$ cat src/rtl/mon_trap_pkg.sv
package mon_trap_pkg;

  typedef enum logic [2:0] {
    OUT_ALLOW = 3'd0,
    OUT_UNDEF = 3'd1,
    OUT_TRAP1 = 3'd2,
    OUT_TRAP2 = 3'd3,
    OUT_TRAP3 = 3'd4
  } outcome_e;

  typedef struct packed {
    logic l2_en;
    logic l3_pres;
    logic user_en;
    logic host;
    logic hyp_reg;
    logic hyp_mon;
    logic mon3;
    logic fgt_ok;
    logic fgt;
    logic undef_prio;
  } trap_ctl_t;

endpackage

$ cat src/rtl/mon_read_chain.sv
module mon_read_chain
  import mon_trap_pkg::*;
(
  input  logic [1:0] level,
  input  trap_ctl_t  ctl,
  output outcome_e   outcome
);

  logic prio_undef, hyp_reg_hit, hyp_mon_hit, mon3_hit, fgt_hit;

  always_comb begin
    prio_undef  = ctl.l3_pres && ctl.mon3 && ctl.undef_prio;
    hyp_reg_hit = ctl.l2_en && ctl.hyp_reg;
    hyp_mon_hit = ctl.l2_en && ctl.hyp_mon;
    mon3_hit    = ctl.l3_pres && ctl.mon3;
    fgt_hit     = ctl.l2_en && !ctl.host && ctl.fgt_ok && ctl.fgt;
  end

  always_comb begin
    outcome = OUT_ALLOW;
    unique case (level)
      2'd3: outcome = OUT_ALLOW;
      2'd2: begin
        if (prio_undef)    outcome = OUT_UNDEF;
        else if (mon3_hit) outcome = OUT_TRAP3;
        else               outcome = OUT_ALLOW;
      end
      2'd1: begin
        if (prio_undef)       outcome = OUT_UNDEF;
        else if (hyp_reg_hit) outcome = OUT_TRAP2;
        else if (hyp_mon_hit) outcome = OUT_TRAP2;
        else if (mon3_hit)    outcome = OUT_TRAP3;
        else                  outcome = OUT_ALLOW;
      end
      default: begin
        if (prio_undef)
          outcome = OUT_UNDEF;
        else if (!ctl.user_en)
          outcome = (ctl.l2_en && ctl.host) ? OUT_TRAP2 : OUT_TRAP1;
        else if (hyp_reg_hit && !ctl.host)
          outcome = OUT_TRAP2;
        else if (hyp_mon_hit)
          outcome = OUT_TRAP2;
        else if (fgt_hit)
          outcome = OUT_TRAP2;
        else if (mon3_hit)
          outcome = OUT_TRAP3;
        else
          outcome = OUT_ALLOW;
      end
    endcase
  end

endmodule

$ cat src/rtl/mon_write_check.sv
module mon_write_check
  import mon_trap_pkg::*;
(
  input  logic [1:0] level,
  input  trap_ctl_t  ctl,
  output outcome_e   outcome
);

  logic [1:0] top_level;

  always_comb begin
    if (ctl.l3_pres)    top_level = 2'd3;
    else if (ctl.l2_en) top_level = 2'd2;
    else                top_level = 2'd1;
  end

  always_comb begin
    if (level == 2'd1 && ctl.l2_en && ctl.hyp_reg) outcome = OUT_TRAP2;
    else if (level == top_level)                   outcome = OUT_ALLOW;
    else                                           outcome = OUT_UNDEF;
  end

endmodule

$ cat src/rtl/mon_access_trap_top.sv
module mon_access_trap_top
  import mon_trap_pkg::*;
#(
  parameter int unsigned SYN_W    = 6,
  parameter int unsigned TRAP_SYN = 3
) (
  input  logic             clk,
  input  logic             rst_n,
  input  logic             req_valid,
  output logic             req_ready,
  input  logic             req_write,
  input  logic [1:0]       req_level,
  input  logic             l2_enabled,
  input  logic             l3_present,
  input  logic             user_en,
  input  logic             host_route,
  input  logic             hyp_reg_trap,
  input  logic             hyp_mon_trap,
  input  logic             mon3_trap,
  input  logic             fgt_allowed,
  input  logic             fgt_trap,
  input  logic             l3_undef_prio,
  output logic             res_valid,
  input  logic             res_ready,
  output logic [2:0]       res_code,
  output logic [SYN_W-1:0] res_syndrome
);

  localparam logic [SYN_W-1:0] SYN_TRAP = SYN_W'(TRAP_SYN);
  localparam logic [SYN_W-1:0] SYN_NONE = '0;

  trap_ctl_t ctl;
  outcome_e  rd_out, wr_out, sel_out;
  logic      take;

  assign ctl = '{l2_en: l2_enabled, l3_pres: l3_present, user_en: user_en,
                 host: host_route, hyp_reg: hyp_reg_trap, hyp_mon: hyp_mon_trap,
                 mon3: mon3_trap, fgt_ok: fgt_allowed, fgt: fgt_trap,
                 undef_prio: l3_undef_prio};

  mon_read_chain  u_rd (.level(req_level), .ctl(ctl), .outcome(rd_out));
  mon_write_check u_wr (.level(req_level), .ctl(ctl), .outcome(wr_out));

  assign sel_out   = req_write ? wr_out : rd_out;
  assign req_ready = !res_valid || res_ready;
  assign take      = req_valid && req_ready;

  always_ff @(posedge clk) begin
    if (!rst_n) begin
      res_valid    <= 1'b0;
      res_code     <= 3'd0;
      res_syndrome <= SYN_NONE;
    end else begin
      if (take) begin
        res_valid    <= 1'b1;
        res_code     <= sel_out;
        res_syndrome <= (sel_out == OUT_ALLOW || sel_out == OUT_UNDEF) ? SYN_NONE : SYN_TRAP;
      end else if (res_ready) begin
        res_valid <= 1'b0;
      end
    end
  end

  AST_HOLD_ON_STALL: assert property (@(posedge clk) disable iff (!rst_n)
    (res_valid && !res_ready) |=> (res_valid && $stable(res_code) && $stable(res_syndrome)));

  AST_CODE_RANGE: assert property (@(posedge clk) disable iff (!rst_n)
    res_valid |-> (res_code <= 3'd4));

  AST_TOP_READ_ALLOW: assert property (@(posedge clk) disable iff (!rst_n)
    (take && !req_write && req_level == 2'd3) |=> (res_valid && res_code == 3'd0));

  AST_USER_WRITE_UNDEF: assert property (@(posedge clk) disable iff (!rst_n)
    (take && req_write && req_level == 2'd0) |=> (res_code == 3'd1));

  AST_SYNDROME_MATCH: assert property (@(posedge clk) disable iff (!rst_n)
    res_valid |-> ((res_code >= 3'd2) == (res_syndrome == SYN_TRAP)));

endmodule

$ cat config.mk
export PLATFORM = sky130hd
export DESIGN_NAME = mon_access_trap_top
export DESIGN_NICKNAME = d
export VERILOG_FILES = /design/src/rtl/mon_trap_pkg.sv /design/src/rtl/mon_read_chain.sv /design/src/rtl/mon_write_check.sv /design/src/rtl/mon_access_trap_top.sv
export SDC_FILE = /design/constraint.sdc
export NUM_CORES = 1
export LEC_CHECK = 0
export ABC_AREA = 1
export BUFFER_PORTS_ARGS = -buffer_cell sky130_fd_sc_hd__buf_4
export CAP_MARGIN = 20
export CORE_UTILIZATION = 30
export DETAILED_ROUTE_END_ITERATION = 8
export PLACE_DENSITY_LB_ADDON = 0.2
export SYNTH_ARGS = -nofsm -noshare
export SYNTH_HDL_FRONTEND = slang
export SYNTH_SLANG_ARGS = --single-unit
$ cat constraint.sdc
create_clock -name clk -period 1.3 [get_ports clk]
set_input_delay 0.13 -clock clk [delete_from_list [all_inputs] [get_ports clk]]
set_output_delay 0.13 -clock clk [all_outputs]
set_load 0.005 [all_outputs]
# Word-level counts from Yosys, hierarchy flattened
# Index checks and enable logic that the tools add are counted.
# W data, S select, Z words.
[classes]
n_lt_le_gt_ge = 0
n_mux = 20
bitwise_logic = 0
multipliers = 0
n_eq_ne = 5
div = 0
shifts = 0
reduce_logical = 18
n_addsub = 0
[op_table]
columns = ["op", "n"]
rows = [
  ["$mux W3", 12],
  ["$logic_and A1 B1 Y1", 12],
  ["$pmux W3 S3", 1],
  ["$mux W2", 3],
  ["$eq A2 B2 Y1 const B", 2],
  ["$mux W1", 4],
  ["$eq A3 B1 Y1 const B", 1],
  ["$logic_not A3 Y1", 1],
  ["$eq A2 B1 Y1 const B", 1],
  ["$eq A2 B2 Y1", 1],
  ["$logic_not A1 Y1", 2],
  ["$logic_or A1 B1 Y1", 2],
  ["$reduce_bool A2 Y1", 1],
]
[totals]
mem_bits_rw = 0
romBits = 0
wordCells = 46
input_bits = 17
out_inout_bits = 11
ff_bits = 10
latch_bits = 0
mem_count = 0

# Depth between registers and ports, before layout
# Gate-level depths: netlist of run 1.
[logic_depth]
depth_word = 14
depth_mapped = 10
ltp_nobuf = 10

# Hierarchy
# From an unflattened synthesis of run 1, not the netlist that was laid out.
[unflattened]
cells_unflattened = 84
hier_area_um2 = 455.4
[modules_own_cells]
columns = ["module", "area_each_um2", "cells_per_inst", "seq_area_each_um2", "n_inst"]
rows = [
  ["mon_access_trap_top", 267.8, 41, 100.1, 1],
  ["mon_read_chain", 118.9, 28, 0.0, 1],
  ["mon_write_check", 68.8, 15, 0.0, 1],
]

# Worst setup path after synthesis of run 1
# Ideal clock, no wire load.
[synth_timing]
kind = "register to register"
start = "register res_valid"
end = "register res_syndrome[0]"
setup_slack_ps = 355
setup_ps = 70
n_path_buf = 0
path_stages_with_launch = 6
arrival_ps = 875
period_less_slack_ps = 945
cell_sequence = "dfxtp_1 -> a21oi_4 -> nand4_1 -> nor2_1 -> nor2_1 -> a21oi_1"
[synth_between]
elab_chain_cells = 3
[synth_rtl]
columns = ["element", "line_no", "text"]
rows = [
  ["start, declared", "mon_access_trap_top.sv:23", "output logic res_valid,"],
  ["start signal, assigned", "mon_access_trap_top.sv:50", "res_valid <= 1'b0;"],
  ["start signal, assigned", "mon_access_trap_top.sv:55", "res_valid <= 1'b1;"],
  ["start signal, assigned", "mon_access_trap_top.sv:59", "res_valid <= 1'b0;"],
  ["$logic_not A1 Y1", "mon_access_trap_top.sv:45", "assign req_ready = !res_valid || res_ready;"],
  ["$logic_or A1 B1 Y1", "mon_access_trap_top.sv:45", ""],
  ["$logic_and A1 B1 Y1", "mon_access_trap_top.sv:46", "assign take = req_valid && req_ready;"],
  ["end signal, assigned", "mon_access_trap_top.sv:57", "res_syndrome <= (sel_out == OUT_ALLOW || sel_out == OUT_UNDEF) ? SYN_NONE : SYN_TRAP;"],
  ["end, declared", "mon_access_trap_top.sv:26", "output logic [SYN_W-1:0] res_syndrome"],
]
# Every way passes these cells.
# A chain may end at the register's enable or synchronous reset.

# Worst setup path in the final report of run 1
# Ends and elaborated chain as after synthesis.

==> impl_metrics.csv, run 1 <==
group,metric,value,unit
synth,synth_area_leaders,"dfxtp_1 (24%), nand2_1 (21%), inv_1 (11%), a21oi_1 (9.7%), buf_4 (9.1%)",
place,io_buffer_count,23,
global_route,grt_pass1_vias,416,
clock_tree,cts.path.max_buffers,2,
job,max_cap_violations,0,
synth,synthCells,71,
place,place_hpwl,793,µm
critical_path,cp_data_required_time,1.48,ns
clock_tree,cts-buffers-inserted,3,
critical_path,crit_type,"reg2reg",
floorplan,die-width,39.0,µm
synth,ys_seq_elements,5,
floorplan,die_y,39.0,µm
critical_path,crit_end,"res_syndrome[0]",
critical_path,worstReg2RegEnd,"res_syndrome[0]",
critical_path,cp_max_fo,4,
final_layout,num_antenna_cells,0,
timing,max_freq,971,MHz
clock_tree,cts-root-buf,"clkbuf_4",
floorplan,ios,28,
critical_path,critPathArrivalTime,1.21,ns
routing,vias,478,
routing,vias_per_cell,4.35,
min_path,hp-class,"in2reg",
timing,fin_tns_setup,0,ns
critical_path,cp-end-kind,"register",
global_route,grt_pass1_wl,1630,µm
synth,ys_types,16,
floorplan,num_rows,12,
pwr,leakage,0.000343,µW
timing,finalSetupViolCount,0,
synth,netlist.top_cell.by_area,"dfxtp_1",
critical_path,r2r_slack,0.27,ns
clock_tree,cts_resized,0,
synth,yosysSeqAreaShare,24.3,%
global_route,grt-ovfl-total,0,
place,place_congestion,0.794,
floorplan,core,1190,µm²
clock_tree,clock_latency,0.24,ns
routing,drc,0,
pwr,p_per_area,785,nW/µm²
timing,finClkSkew,0.00719,ns
timing,timing.final.crit_share,79.2,%
clock_tree,hold_buffers,0,
final_layout,num-nets-final,114,
run_status,outcome,"complete, no violations",
final_layout,area_delta_synth_final,46.2,%
timing,rsz0062_at_grt,"no",
global_route,grt_max_degree,7,
routing,drtIter0Drc,4,
synth,yosysWarnings,0,
routing,dr.pass1.iters,5,
routing,final_antenna_net_count,0,
critical_path,startpoint,"res_valid",
critical_path,r2r_cells,5,
synth,yosys.area.top_type_share,24.3,%
clock_tree,cts_tree,"done",
floorplan,start_util,34.7,%
floorplan,die-area,1520,µm²
routing,wl_per_cell,9.02,µm
global_route,antenna_found_initial,0,
clock_tree,post-cts-setup-buffer-count,0,
pwr,peakVddDrop,0.452,mV
synth,syn_area,412,µm²
clock_tree,cts.sinks,5,
critical_path,r2r-start,"res_valid",
synth,synth_area_per_cell,5.80,µm²
clock_tree,h-tree-depth,1,
final_layout,drive_above_1_share,30.2,%
global_route,track_usage,16.0,%
clock_tree,cts.reportedPaths.clkPinSlew,0.05,ns
timing,hold_violations,0,
timing,final_max_slew_viol_count,0,
routing,drt_wl_total,992,µm
timing,period_minus_slack,1.03,ns
place,post_dp_cell_area,576,µm²
critical_path,cp-start-kind,"register",
final_layout,final_cell_area,602,µm²
## how the worst min path moves through the flow
stage,start,endpoint,slack [ns],depth (start not counted)
2_1_floorplan,rst_n,res_code[2],0.30,2
3_3_place_gp,rst_n,res_code[2],0.42,3
3_5_place_dp,rst_n,res_code[2],0.42,3
4_1_cts,rst_n,res_code[2],0.17,3
5_1_grt,rst_n,res_code[2],0.19,3
6_report,rst_n,res_code[2],0.19,3
## report_power, final
group,switching [µW],internal [µW]
Combinational,61.5,65.7
Clock,63.3,116
Sequential,5.25,161
Total,130,343
## placed cells by master, fill, tap and decap left out, drive strengths merged
cell type	n
nand2	24
buf	23
inv	12
a21oi	9
nor2	7
dfxtp	5
conb	4
clkbuf	4
nand4	2
nand3	2
and2	1
nor3	1
o21bai	1
a31oi	1
## cell usage after synthesis
library cell  number
nor2_1             6
a21oi_1            8
o21bai_1           1
nand2_1           23
nand2_2            1
and2_1             1
a21oi_4            1
nor3_1             1
nor2_2             1
dfxtp_1            5
conb_1             1
a31oi_1            1
inv_1             12
nand3_1            2
buf_4              5
nand4_1            2
## routing by layer
metal	up-vias	track usage (%)	routed length, µm
met3	0	5.20	70
met5	-	0	0
li1	262	-	-
met2	16	21.7	432
met1	200	22.1	489
met4	0	7.76	0
## registers in the layout, indices dropped and copies added, names as in the netlist
name / cells
res_syndrome: 1
res_valid: 1
res_code: 3
## worst max-delay path, stage by stage, from the launching register on
cell and delay (ns):
dfxtp_1 0.34, a21oi_4 0.19, nand4_1 0.11, nor2_1 0.14
nor2_1 0.06, a21oi_1 0.13
## final cells by class
class | instances | area [µm²]
Clock buffer | 4 | 26.3
Fill cell | 129 | 584
Inverter | 12 | 45.0
Multi-Input combinational cell | 52 | 240
Sequential cell | 5 | 100
Tap cell | 14 | 17.5
Timing Repair Buffer | 23 | 173
## kinds of logic (layout without fill, tap and decap cells)
logic type,Yosys count,after routing,synth area share [%]
AOI/OAI and AO/OA,11,11,17.0
buffers and inverters,17,39,20.1
and+or+nand+nor,37,37,37.7
other,1,4,0.911
DFF,5,5,24.3
## through the flow
step / std cells / hold slack, ns / power (µW) / util [%] / worst slack [ns]
2_1_floorplan: 74 / 0.303 / 237 / - / 0.355
3_3_place_gp: 106 / 0.417 / 295 / 48.5 / 0.299
3_5_place_dp: 106 / 0.422 / 295 / 48.5 / 0.291
4_1_cts: 110 / 0.175 / 484 / 50.7 / 0.272
5_1_grt: 110 / 0.192 / 507 / 50.7 / 0.129
6_report: 110 / 0.190 / 473 / 50.7 / 0.270
Power figures use the tool's default switching activity.
==> inputs of run 2 (changes only) <==
clock period = 1 ns   (was 1.3 ns; I/O delays follow)
==> run 2 against run 1 <==
Clock power is 32% higher; die area unchanged; sequential power up 30%; hold slack worse by 0.059 ns; via count rose by 2.7%; power is 33% higher; routed wire length decreased by 4.6%; cell count is 0.91% higher; first-iteration DRC count is 50% higher; sequential cell count is the same; critical endpoint is now req_ready.
==> impl_metrics.csv, run 2 (synthesized netlist as in run 1, its figures left out) <==
group,metric,value,unit
clock_tree,cts.sinks,5,
pwr,peakVddDrop,0.829,mV
clock_tree,cts-root-buf,"clkbuf_4",
final_layout,top_regs,"res_code x3, res_syndrome x1, res_valid x1",
critical_path,crit_type,"reg2out",
critical_path,crit_top_cell,"buf_6",
final_layout,num-nets-final,115,
floorplan,die-width,39.0,µm
timing,rsz0062_at_grt,"yes",
final_layout,largest_reg_flops,3,
routing,vias_per_cell,4.42,
timing,period_minus_slack,0.976,ns
routing,wl_per_cell,8.52,µm
clock_tree,hold_buffers,0,
job,max_cap_violations,0,
routing,drc,0,
global_route,antenna_found_initial,0,
place,place_hpwl,794,µm
timing,finClkSkew,0.00404,ns
critical_path,crit_path_top_delay_cell,"dfxtp_2",
place,place_congestion,0.743,
critical_path,cp-end-kind,"output pin",
timing,final_max_slew_viol_count,0,
routing,vias,491,
critical_path,critical-path-top-delay-family,"flip-flops",
place,dp_slack,0.00986,ns
place,io_buffer_count,23,
timing,finalWorstSetupSlack,0.0236,ns
final_layout,regMostFlops,"res_code",
timing,max_freq,1020,MHz
clock_tree,cts-buffers-inserted,3,
routing,drt_wl_total,946,µm
critical_path,r2r-start,"res_valid",
min_path,holdPathStages,3,
global_route,grt_pass1_vias,393,
routing,dr_wl_met2,394,µm
pwr,p_per_area,1000,nW/µm²
critical_path,critical_path.n_buffers_inverters,2,
global_route,grt-ovfl-total,0,
critical_path,r2r_cells,5,
timing,holdWs,0.131,ns
critical_path,critPathArrivalTime,0.88,ns
timing,timing.final.crit_share,97.6,%
floorplan,core,1190,µm²
clock_tree,post-cts-setup-buffer-count,0,
min_path,whs_endpoint,"res_code[2]",
final_layout,num_antenna_cells,0,
critical_path,crit_chain,"buf_6 -> nand2_2 -> buf_6",
floorplan,die_y,39.0,µm
global_route,grt_max_degree,7,
floorplan,start_util,34.7,%
floorplan,ios,28,
critical_path,critical-path-max-stage-delay,0.35,ns
critical_path,startpoint,"res_valid",
routing,dr.pass1.iters,4,
clock_tree,cts.reportedPaths.clkPinSlew,0.04,ns
critical_path,cp_data_required_time,0.90,ns
timing,hold_violations,0,
critical_path,worstReg2RegEnd,"res_syndrome[0]",
final_layout,final_cells,111,
critical_path,r2r_slack,0.03,ns
global_route,grt_pass1_wl,1430,µm
global_route,track_usage,13.7,%
final_layout,drive_above_1_share,36.1,%
min_path,hp-class,"in2reg",
critical_path,cp_max_fo,2,
routing,wl_met3,99,µm
clock_tree,clock_latency,0.25,ns
timing,finalSetupViolCount,0,
critical_path,cp.depth,3,
floorplan,num_rows,12,
critical_path,cp-start-kind,"register",
final_layout,layout_common_cells,"nand2_1 (22), buf_4 (22), inv_1 (11), a21oi_1 (7), nor2_1 (5)",
pwr,power,629,µW
floorplan,die-area,1520,µm²
routing,met1Wirelength,437,µm
min_path,min_from,"rst_n",
place,place_inst,107,
final_layout,area_delta_synth_final,52.3,%
routing,top_layer,"met4",
routing,drtIter0Drc,6,
clock_tree,cts.path.max_buffers,2,
run_status,outcome,"complete, no violations",
routing,final_antenna_net_count,0,
clock_tree,h-tree-depth,1,
clock_tree,cts_tree,"done",
pwr,leakage,0.000349,µW
timing,fin_tns_setup,0,ns
==> run 2: worst max path at each step <==
stage,end
6_report,req_ready
3_5_place_dp,res_code[0]
4_1_cts,res_code[0]
3_3_place_gp,res_syndrome[0]
2_1_floorplan,res_syndrome[0]
5_1_grt,res_code[2]
==> run 2: cell type report <==
| cell class | instances | area [µm²] |
|---|---|---|
| inverter | 12 | 45.0 |
| fill | 130 | 559 |
| multi-input combinational | 52 | 249 |
| sequential | 5 | 101 |
| timing repair buffer | 24 | 188 |
| tap | 14 | 17.5 |
| clock buffer | 4 | 26.3 |
==> run 2: per-stage QoR <==
step	util, %	instance area (µm²)
after floorplan	-	423
after global placement	49.2	583
after detailed placement	49.2	583
after CTS	52.0	617
after global routing	52.8	627
final	52.8	627
==> run 2: report_power, final <==
| part | internal (µW) | switching (µW) | total [µW] | leakage, µW |
|---|---|---|---|---|
| logic | 92.5 | 82.9 | 175 | 0.000293 |
| registers | 210 | 6.50 | 216 | 0.0000411 |
| clock network | 151 | 85.8 | 237 | 0.0000150 |
==> run 2: routing by layer <==
metal / track usage (%) / up-vias
met5: 0 / -
met4: 5.17 / 0
li1: - / 265
met3: 5.78 / 3
met2: 20.0 / 19
met1: 17.5 / 204
==> run 2: worst reg2reg max path, delay by kind of cell, from the launching register on <==
kind,cells,cell delay (ns)
flops,1,0.33
simple gates,3,0.31
compound gates,2,0.26
==> run 2: what timing repair did <==
action / CTS / global route
gates resized for setup: 3 / 4
pin swaps: 0 / 5
setup endpoints to repair: 2 / 4
